### src/rtl/wdog_twostage_pkg.sv
package wdog_twostage_pkg;

  localparam int REG_AW = 4;
  localparam int REG_DW = 32;

  localparam logic [REG_AW-1:0] OFS_KICK = 4'h0;
  localparam logic [REG_AW-1:0] OFS_FLAG = 4'h4;
  localparam logic [REG_AW-1:0] OFS_CTRL = 4'h8;

  localparam int KICK_BIT = 31;
  localparam int F1_BIT   = 31;
  localparam int F2_BIT   = 30;
  localparam int EN_BIT   = 31;
  localparam int PRE_LSB  = 29;
  localparam int PH1_LSB  = 22;
  localparam int PH2_LSB  = 15;
  localparam int MODE_LSB = 0;

  localparam int PRE_W  = 2;
  localparam int PH_W   = 5;
  localparam int MODE_W = 2;
  localparam int N_RST  = 3;

  typedef enum logic [MODE_W-1:0] {
    RM_CHIP = 2'd0,
    RM_CPU  = 2'd1,
    RM_SOFT = 2'd2,
    RM_NONE = 2'd3
  } rst_mode_e;

  typedef struct packed {
    logic              en;
    logic [PRE_W-1:0]  pre;
    logic [PH_W-1:0]   ph1;
    logic [PH_W-1:0]   ph2;
    logic [MODE_W-1:0] mode;
  } ctrl_t;

  localparam ctrl_t CTRL_RST = '{en: 1'b0, pre: '0, ph1: '0, ph2: '0, mode: RM_CPU};

  function automatic logic [REG_DW-1:0] ctrl_pack(input ctrl_t c);
    logic [REG_DW-1:0] v;
    v = '0;
    v[EN_BIT]                = c.en;
    v[PRE_LSB  +: PRE_W]     = c.pre;
    v[PH1_LSB  +: PH_W]      = c.ph1;
    v[PH2_LSB  +: PH_W]      = c.ph2;
    v[MODE_LSB +: MODE_W]    = c.mode;
    return v;
  endfunction

  function automatic ctrl_t ctrl_unpack(input logic [REG_DW-1:0] d);
    ctrl_t c;
    c.en   = d[EN_BIT];
    c.pre  = d[PRE_LSB  +: PRE_W];
    c.ph1  = d[PH1_LSB  +: PH_W];
    c.ph2  = d[PH2_LSB  +: PH_W];
    c.mode = d[MODE_LSB +: MODE_W];
    return c;
  endfunction

endpackage

### src/rtl/wdog_regs.sv
module wdog_regs
  import wdog_twostage_pkg::*;
(
  input  logic              clk,
  input  logic              rst_n,
  input  logic              wr_en,
  input  logic [REG_AW-1:0] addr,
  input  logic [REG_DW-1:0] wdata,
  output logic [REG_DW-1:0] rdata,
  input  logic              set_f1,
  input  logic              set_f2,
  input  logic              expire_disarm,
  output ctrl_t             ctrl_q,
  output logic              flag1_q,
  output logic              flag2_q,
  output logic              kick
);

  logic  wr_ctrl, wr_flag;
  ctrl_t ctrl_nx;

  assign wr_ctrl = wr_en && (addr == OFS_CTRL);
  assign wr_flag = wr_en && (addr == OFS_FLAG);
  assign kick    = wr_en && (addr == OFS_KICK) && wdata[KICK_BIT];

  always_comb begin
    ctrl_nx = ctrl_q;
    if (wr_ctrl) ctrl_nx = ctrl_unpack(wdata);
    if (expire_disarm) ctrl_nx.en = 1'b0;
  end

  always_ff @(posedge clk) begin
    if (!rst_n) begin
      ctrl_q  <= CTRL_RST;
      flag1_q <= 1'b0;
      flag2_q <= 1'b0;
    end else begin
      ctrl_q  <= ctrl_nx;
      flag1_q <= (flag1_q && !(wr_flag && wdata[F1_BIT])) || set_f1;
      flag2_q <= (flag2_q && !(wr_flag && wdata[F2_BIT])) || set_f2;
    end
  end

  always_comb begin
    rdata = '0;
    unique case (addr)
      OFS_CTRL: rdata = ctrl_pack(ctrl_q);
      OFS_FLAG: begin
        rdata[F1_BIT] = flag1_q;
        rdata[F2_BIT] = flag2_q;
      end
      default:  rdata = '0;
    endcase
  end

endmodule

### src/rtl/wdog_tick_gen.sv
module wdog_tick_gen #(
  parameter int BASE_EXP = 25,
  parameter int PRE_W    = 2
) (
  input  logic             clk,
  input  logic             rst_n,
  input  logic             run,
  input  logic             restart,
  input  logic [PRE_W-1:0] pre,
  output logic             tick
);

  localparam int N_SCALE = 1 << PRE_W;
  localparam int CW      = BASE_EXP + N_SCALE - 1;

  logic [CW-1:0] cnt_q;

  function automatic logic [CW-1:0] last_count(input logic [PRE_W-1:0] p);
    int sh;
    sh = (N_SCALE - 1) - int'(p);
    return {CW{1'b1}} >> sh;
  endfunction

  assign tick = run && !restart && (cnt_q == last_count(pre));

  always_ff @(posedge clk) begin
    if (!rst_n) begin
      cnt_q <= '0;
    end else if (restart || !run || tick) begin
      cnt_q <= '0;
    end else begin
      cnt_q <= cnt_q + 1'b1;
    end
  end

endmodule

### src/rtl/wdog_phase_seq.sv
module wdog_phase_seq #(
  parameter int PH_W   = 5,
  parameter int MODE_W = 2,
  parameter int N_RST  = 3
) (
  input  logic              clk,
  input  logic              rst_n,
  input  logic              en,
  input  logic              kick,
  input  logic              tick,
  input  logic [PH_W-1:0]   ph1,
  input  logic [PH_W-1:0]   ph2,
  input  logic [MODE_W-1:0] mode,
  output logic              run,
  output logic              in_p2,
  output logic              p1_expire,
  output logic              p2_expire,
  output logic [N_RST-1:0]  rst_pulse
);

  logic [PH_W-1:0] tcnt_q;
  logic            in_p2_q;

  function automatic logic window_done(input logic [PH_W-1:0] cnt,
                                       input logic [PH_W-1:0] lim);
    return cnt == lim;
  endfunction

  assign in_p2     = in_p2_q;
  assign run       = en || in_p2_q;
  assign p1_expire = run && tick && !kick && !in_p2_q && window_done(tcnt_q, ph1);
  assign p2_expire = run && tick && !kick &&  in_p2_q && window_done(tcnt_q, ph2);

  always_ff @(posedge clk) begin
    if (!rst_n) begin
      tcnt_q  <= '0;
      in_p2_q <= 1'b0;
    end else if (kick || !run) begin
      tcnt_q  <= '0;
      in_p2_q <= 1'b0;
    end else if (p1_expire) begin
      tcnt_q  <= '0;
      in_p2_q <= 1'b1;
    end else if (p2_expire) begin
      tcnt_q  <= '0;
      in_p2_q <= 1'b0;
    end else if (tick) begin
      tcnt_q  <= tcnt_q + 1'b1;
    end
  end

  for (genvar k = 0; k < N_RST; k++) begin : g_rst
    always_ff @(posedge clk) begin
      if (!rst_n) rst_pulse[k] <= 1'b0;
      else        rst_pulse[k] <= p2_expire && (mode == MODE_W'(k));
    end
  end

endmodule

### src/rtl/wdog_twostage.sv
module wdog_twostage
  import wdog_twostage_pkg::*;
#(
  parameter int BASE_EXP = 25
) (
  input  logic              clk,
  input  logic              rst_n,
  input  logic              wr_en,
  input  logic [REG_AW-1:0] addr,
  input  logic [REG_DW-1:0] wdata,
  output logic [REG_DW-1:0] rdata,
  output logic              irq_pre,
  output logic              rst_chip,
  output logic              rst_cpu,
  output logic              rst_soft
);

  ctrl_t            ctrl_q;
  logic             flag1_q, flag2_q;
  logic             kick, tick, run, in_p2;
  logic             p1_expire, p2_expire;
  logic             ctrl_en;
  logic [N_RST-1:0] rst_pulse;

  assign ctrl_en = ctrl_q.en;

  wdog_regs u_regs (
    .clk           (clk),
    .rst_n         (rst_n),
    .wr_en         (wr_en),
    .addr          (addr),
    .wdata         (wdata),
    .rdata         (rdata),
    .set_f1        (p1_expire),
    .set_f2        (p2_expire),
    .expire_disarm (p2_expire),
    .ctrl_q        (ctrl_q),
    .flag1_q       (flag1_q),
    .flag2_q       (flag2_q),
    .kick          (kick)
  );

  wdog_tick_gen #(
    .BASE_EXP (BASE_EXP),
    .PRE_W    (PRE_W)
  ) u_tick (
    .clk     (clk),
    .rst_n   (rst_n),
    .run     (run),
    .restart (kick),
    .pre     (ctrl_q.pre),
    .tick    (tick)
  );

  wdog_phase_seq #(
    .PH_W   (PH_W),
    .MODE_W (MODE_W),
    .N_RST  (N_RST)
  ) u_seq (
    .clk       (clk),
    .rst_n     (rst_n),
    .en        (ctrl_en),
    .kick      (kick),
    .tick      (tick),
    .ph1       (ctrl_q.ph1),
    .ph2       (ctrl_q.ph2),
    .mode      (ctrl_q.mode),
    .run       (run),
    .in_p2     (in_p2),
    .p1_expire (p1_expire),
    .p2_expire (p2_expire),
    .rst_pulse (rst_pulse)
  );

  assign irq_pre  = flag1_q;
  assign rst_chip = rst_pulse[RM_CHIP];
  assign rst_cpu  = rst_pulse[RM_CPU];
  assign rst_soft = rst_pulse[RM_SOFT];

endmodule

### config.mk
export PLATFORM = sky130hd
export DESIGN_NAME = wdog_twostage
export DESIGN_NICKNAME = d
export VERILOG_FILES = /design/src/rtl/wdog_twostage_pkg.sv /design/src/rtl/wdog_regs.sv /design/src/rtl/wdog_tick_gen.sv /design/src/rtl/wdog_phase_seq.sv /design/src/rtl/wdog_twostage.sv
export SDC_FILE = /design/constraint.sdc
export NUM_CORES = 1
export LEC_CHECK = 0
export ABC_AREA = 1
export BUFFER_PORTS_ARGS = -buffer_cell sky130_fd_sc_hd__buf_2
export CORE_UTILIZATION = 58
export DETAILED_ROUTE_END_ITERATION = 12
export GPL_TIMING_DRIVEN = 0
export PLACE_DENSITY = 0.86
export SLEW_MARGIN = 20
export SYNTH_ARGS = -nofsm -noshare
export SYNTH_HDL_FRONTEND = slang
export SYNTH_SLANG_ARGS = --single-unit
### constraint.sdc
create_clock -name clk -period 3.5 [get_ports clk]
set_clock_uncertainty 0.05 [all_clocks]
set_input_delay 0.175 -clock clk [delete_from_list [all_inputs] [get_ports clk]]
set_output_delay 0.175 -clock clk [all_outputs]
set_load 0.01 [all_outputs]
==> results list <==
- TritonCTS built the clock tree.
- Total count of hold-check failures in the final report: 0
- Number of stages on the worst hold path: 3
- Die width: 74.6 um
- Post-synthesis cell type count: 31
- For this design, the CTS-stage hold fixing added 0 buffers.
* Pin count of the biggest net entering global routing: 16
* Wirelength per Cell: 10.8 um
* Cell types occupying the most area after synthesis: dfxtp_1, nand2_1, nor2_1
- Endpoint of the worst hold-timing path: u_regs.ctrl_q[0]
- The number of setup buffers added after CTS is 0.
- Share of synthesized registers carrying an async set or reset: 0
- In this run, synthesis produced a sequential element count of 54.
- Netlist Area Pre-Place: 3050 um^2
* Wire length of the first global-routing pass: 10100 um
* RSZ-0062 raised after global routing: no
- dfxtp_1 takes more of the synthesized area than any other cell.
- For this run, design rule violations remaining after detail routing come to 0.
- Maximum clock frequency: 0.533 GHz
- Req. time, crit path: 3.65 ns
* Number of CTS-inserted buffers: 5
- Most frequent cells after synthesis: nand2_1, nor2_1, inv_1, dfxtp_1, a21oi_1
- The floorplan has 26 rows.
- Summed over all cells, the static leakage comes to 1.52 nW.
- Number of instances resized during post-cts repair: 0
- The first routing iteration left 111 violations.
- Slowest cell on the critical path: dfxtp_1
- Crit Path Category: flop to flop
* Register-to-register setup slack: roughly 1.6 ns
- Setup slack on the critical path of the routed design comes to 1.63 ns.
- Predominant post-synthesis flop cell: dfxtp_1
- Final Wtd Congestion: ~0.86
- Path depth of the worst reg2reg path: 10
- The number of global-route vias before repair came to 2415.
- In this run the critical register-to-register path is captured at u_seq.tcnt_q[1].
- The tool flagged a number of max-cap violations equal to 0.
* Tcrit/Tclk final: 0.536
- Fraction of final layout cells sized beyond drive strength 1: 0.184
- Number of buffer and inverter stages on the critical path: 0
* Avg Cell Area, Syn: ~7 um^2
- Family of cells with the greatest summed delay on the critical path: simple AND/OR/NAND/NOR gates
- Synthesized instance count: 442
- Launching element type of the critical path: flop
- Post-DR vias/cell: 4.87
* Root buf cell: clkbuf_8
- Layout overhead on the synthesized area: 14.8%
- Of all nets on the critical path, the largest fanout is 8.
* Drt total wl: ~6200 um
- The worst-case IR drop observed on VDD is roughly 0.21 mV.
* Number of port buffers: 39
* Min Clock Period, post-route: 1.87 ns
- 0 antenna diodes ended up in the layout.
- Final Max Slew Viols: 0
- Kind of end point of the critical path: flop
* Die area: 5560 um^2
* Clock slew seen by the registers of the worst setup and hold paths: roughly 0.1 ns
- Across every metal layer, demand over resource in global routing totals 0.236.
* Total overflow reported by the global router: 0
- In this run the vertical extent of the chip is 74.6 um.
* Cell Count Post-Placement: approximately 570
- Count leader, synth: nand2_1
- The first detailed-routing pass took 4 iterations.
- Total power for the finished layout comes to about 1.1 mW.
* Routed via count: 2798
- Worst-skew pair later-pin latency: slightly above 0.3 ns
- Critical R2R Launch: u_tick.cnt_q[0]
* I/O Pins: 75
* Status: completed
* Count of antenna-violating nets left after detailed routing: 0
- Dividing total power by cell area gives a power density of about 310 nW/um^2.
- Number of enable-type register cells in the synthesized netlist: 0
- Slowest stage delay, CP: 0.38 ns
* CP Cell Sequence: ha_1, nand2_2, nor2_4, nand2_4, nor2_8, nand2_4, nor2_8, nand3_4, nand3_4, nor2_1
* Number of antenna violations at the first check in global routing: 0
* Core area: about 5000 um^2
* Pre-CTS setup slack: 1.63 ns
- After legalization and detailed placement, the total HPWL measured 4870 um.
- Arr. time, crit path: 2.03 ns
- Maximum buffer depth of the clock tree: 2
* Critical hold path startpoint: wdata[0]
- The Yosys step of the flow raised 0 warnings.
* Initial cell density of the core: 0.602
- Setup violation total in the final timing report: 0
- Of the synthesized area, sequential elements account for 0.354.
- The clock tree synthesis step divided the H-tree into 2 levels.
- NumNets Final: 545
* Post-synth top area share: 0.354
* Relative slew slack: 0.581
- The tightest min-delay check is of the input port to flop type.
- Setup_tns: 0 ns
- For the pin with the worst max-slew slack, the measured transition is 0.622 ns.
* Clock sink count: 54
- Excluding fillers, the count of instances in the completed layout stands at ~580.
==> tightest hold or removal path, cell delays in order <==
cell and delay [ns]:
buf_2 0.07, o21ai_0 0.07, nand2_1 0.07
==> power by group <==
part           switching, mW  internal [mW]
sequential           0.00203          0.618
combinational         0.0347         0.0293
clock                  0.204          0.200
total                  0.241          0.847
==> cell type report <==
class / count / area [um^2]
Multi-Input combinational cell: 322 / 1640
Fill cell: 458 / 1570
Sequential cell: 54 / 1080
Inverter: 56 / 210
Timing Repair Buffer: 39 / 195
Buffer: 26 / 181
Clock buffer: 8 / 110
Tap cell: 70 / 87.6
==> routing by layer <==
metal	vias up	GRT usage	routed length [um]	share of wire
met1	1227	0.279	2840	0.46
met2	77	0.428	2960	0.48
li1	1482	-	-	-
met3	12	0.0447	266	0.043
met5	-	0	0	0
met4	0	0.0776	119	0.019
==> state kept, by name, indices dropped and copies added, names as in the netlist <==
signal,count
u_regs.ctrl_q,15
u_regs.flag1_q,1
u_regs.flag2_q,1
u_seq.in_p2,1
u_seq.rst_pulse,3
u_seq.tcnt_q,5
u_tick.cnt_q,28
==> layout by cell type (no fill, tap or decap) <==
cell type | synthesis | routed
nand2_1 | 96 | 96
nor2_1 | 69 | 69
inv_1 | 55 | 55
dfxtp_1 | 54 | 54
buf_2 | 1 | 40
a21oi_1 | 27 | 27
nand3_1 | 26 | 26
o21ai_0 | 22 | 22
buf_4 | 18 | 18
conb_1 | 1 | 17
xor2_1 | 12 | 12
nand4_1 | 9 | 9
clkbuf_8 | 0 | 8
nor3_1 | 7 | 7
xnor2_1 | 6 | 6
clkbuf_1 | 4 | 4
nand3_4 | 4 | 4
nand2_2 | 4 | 4
nor2_4 | 4 | 4
nand3b_1 | 3 | 3
or2_2 | 3 | 3
nand2_4 | 2 | 2
nor2_8 | 2 | 2
nor3_2 | 2 | 2
buf_6 | 2 | 2
nor4_1 | 2 | 2
ha_1 | 2 | 2
buf_1 | 1 | 1
inv_2 | 1 | 1
o21ai_4 | 1 | 1
nor2_2 | 1 | 1
a21oi_2 | 1 | 1
==> cells by family after synthesis <==
group	share of synthesized area
xor+xnor	0.0516
flops	0.354
compound gates	0.0885
other cells	0.00123
buf+inv	0.128
simple gates	0.368
fa+ha+maj	0.00820
==> worst max path at each step <==
stage | startpoint | end | slack [ns] | depth (start not counted)
after detailed placement | u_tick.cnt_q[0] | u_seq.tcnt_q[1] | 1.63 | 10
after global routing | u_tick.cnt_q[0] | u_seq.tcnt_q[1] | 1.44 | 10
after global placement | u_tick.cnt_q[0] | u_tick.cnt_q[23] | 1.67 | 9
after CTS | u_tick.cnt_q[0] | u_seq.tcnt_q[1] | 1.62 | 10
after floorplan | u_tick.cnt_q[0] | u_seq.tcnt_q[1] | 1.85 | 10
final | u_tick.cnt_q[0] | u_seq.tcnt_q[1] | 1.63 | 10
==> stage by stage <==
stage | util | hold WS, ns | cell area (um^2)
2_1_floorplan | - | 0.266 | 3110
3_3_place_gp | 0.669 | 0.353 | 3400
3_5_place_dp | 0.669 | 0.377 | 3400
4_1_cts | 0.691 | 0.0537 | 3510
5_1_grt | 0.691 | 0.0631 | 3510
6_report | 0.691 | 0.0575 | 3510
Note: power is estimated with default switching activity, not from simulation.
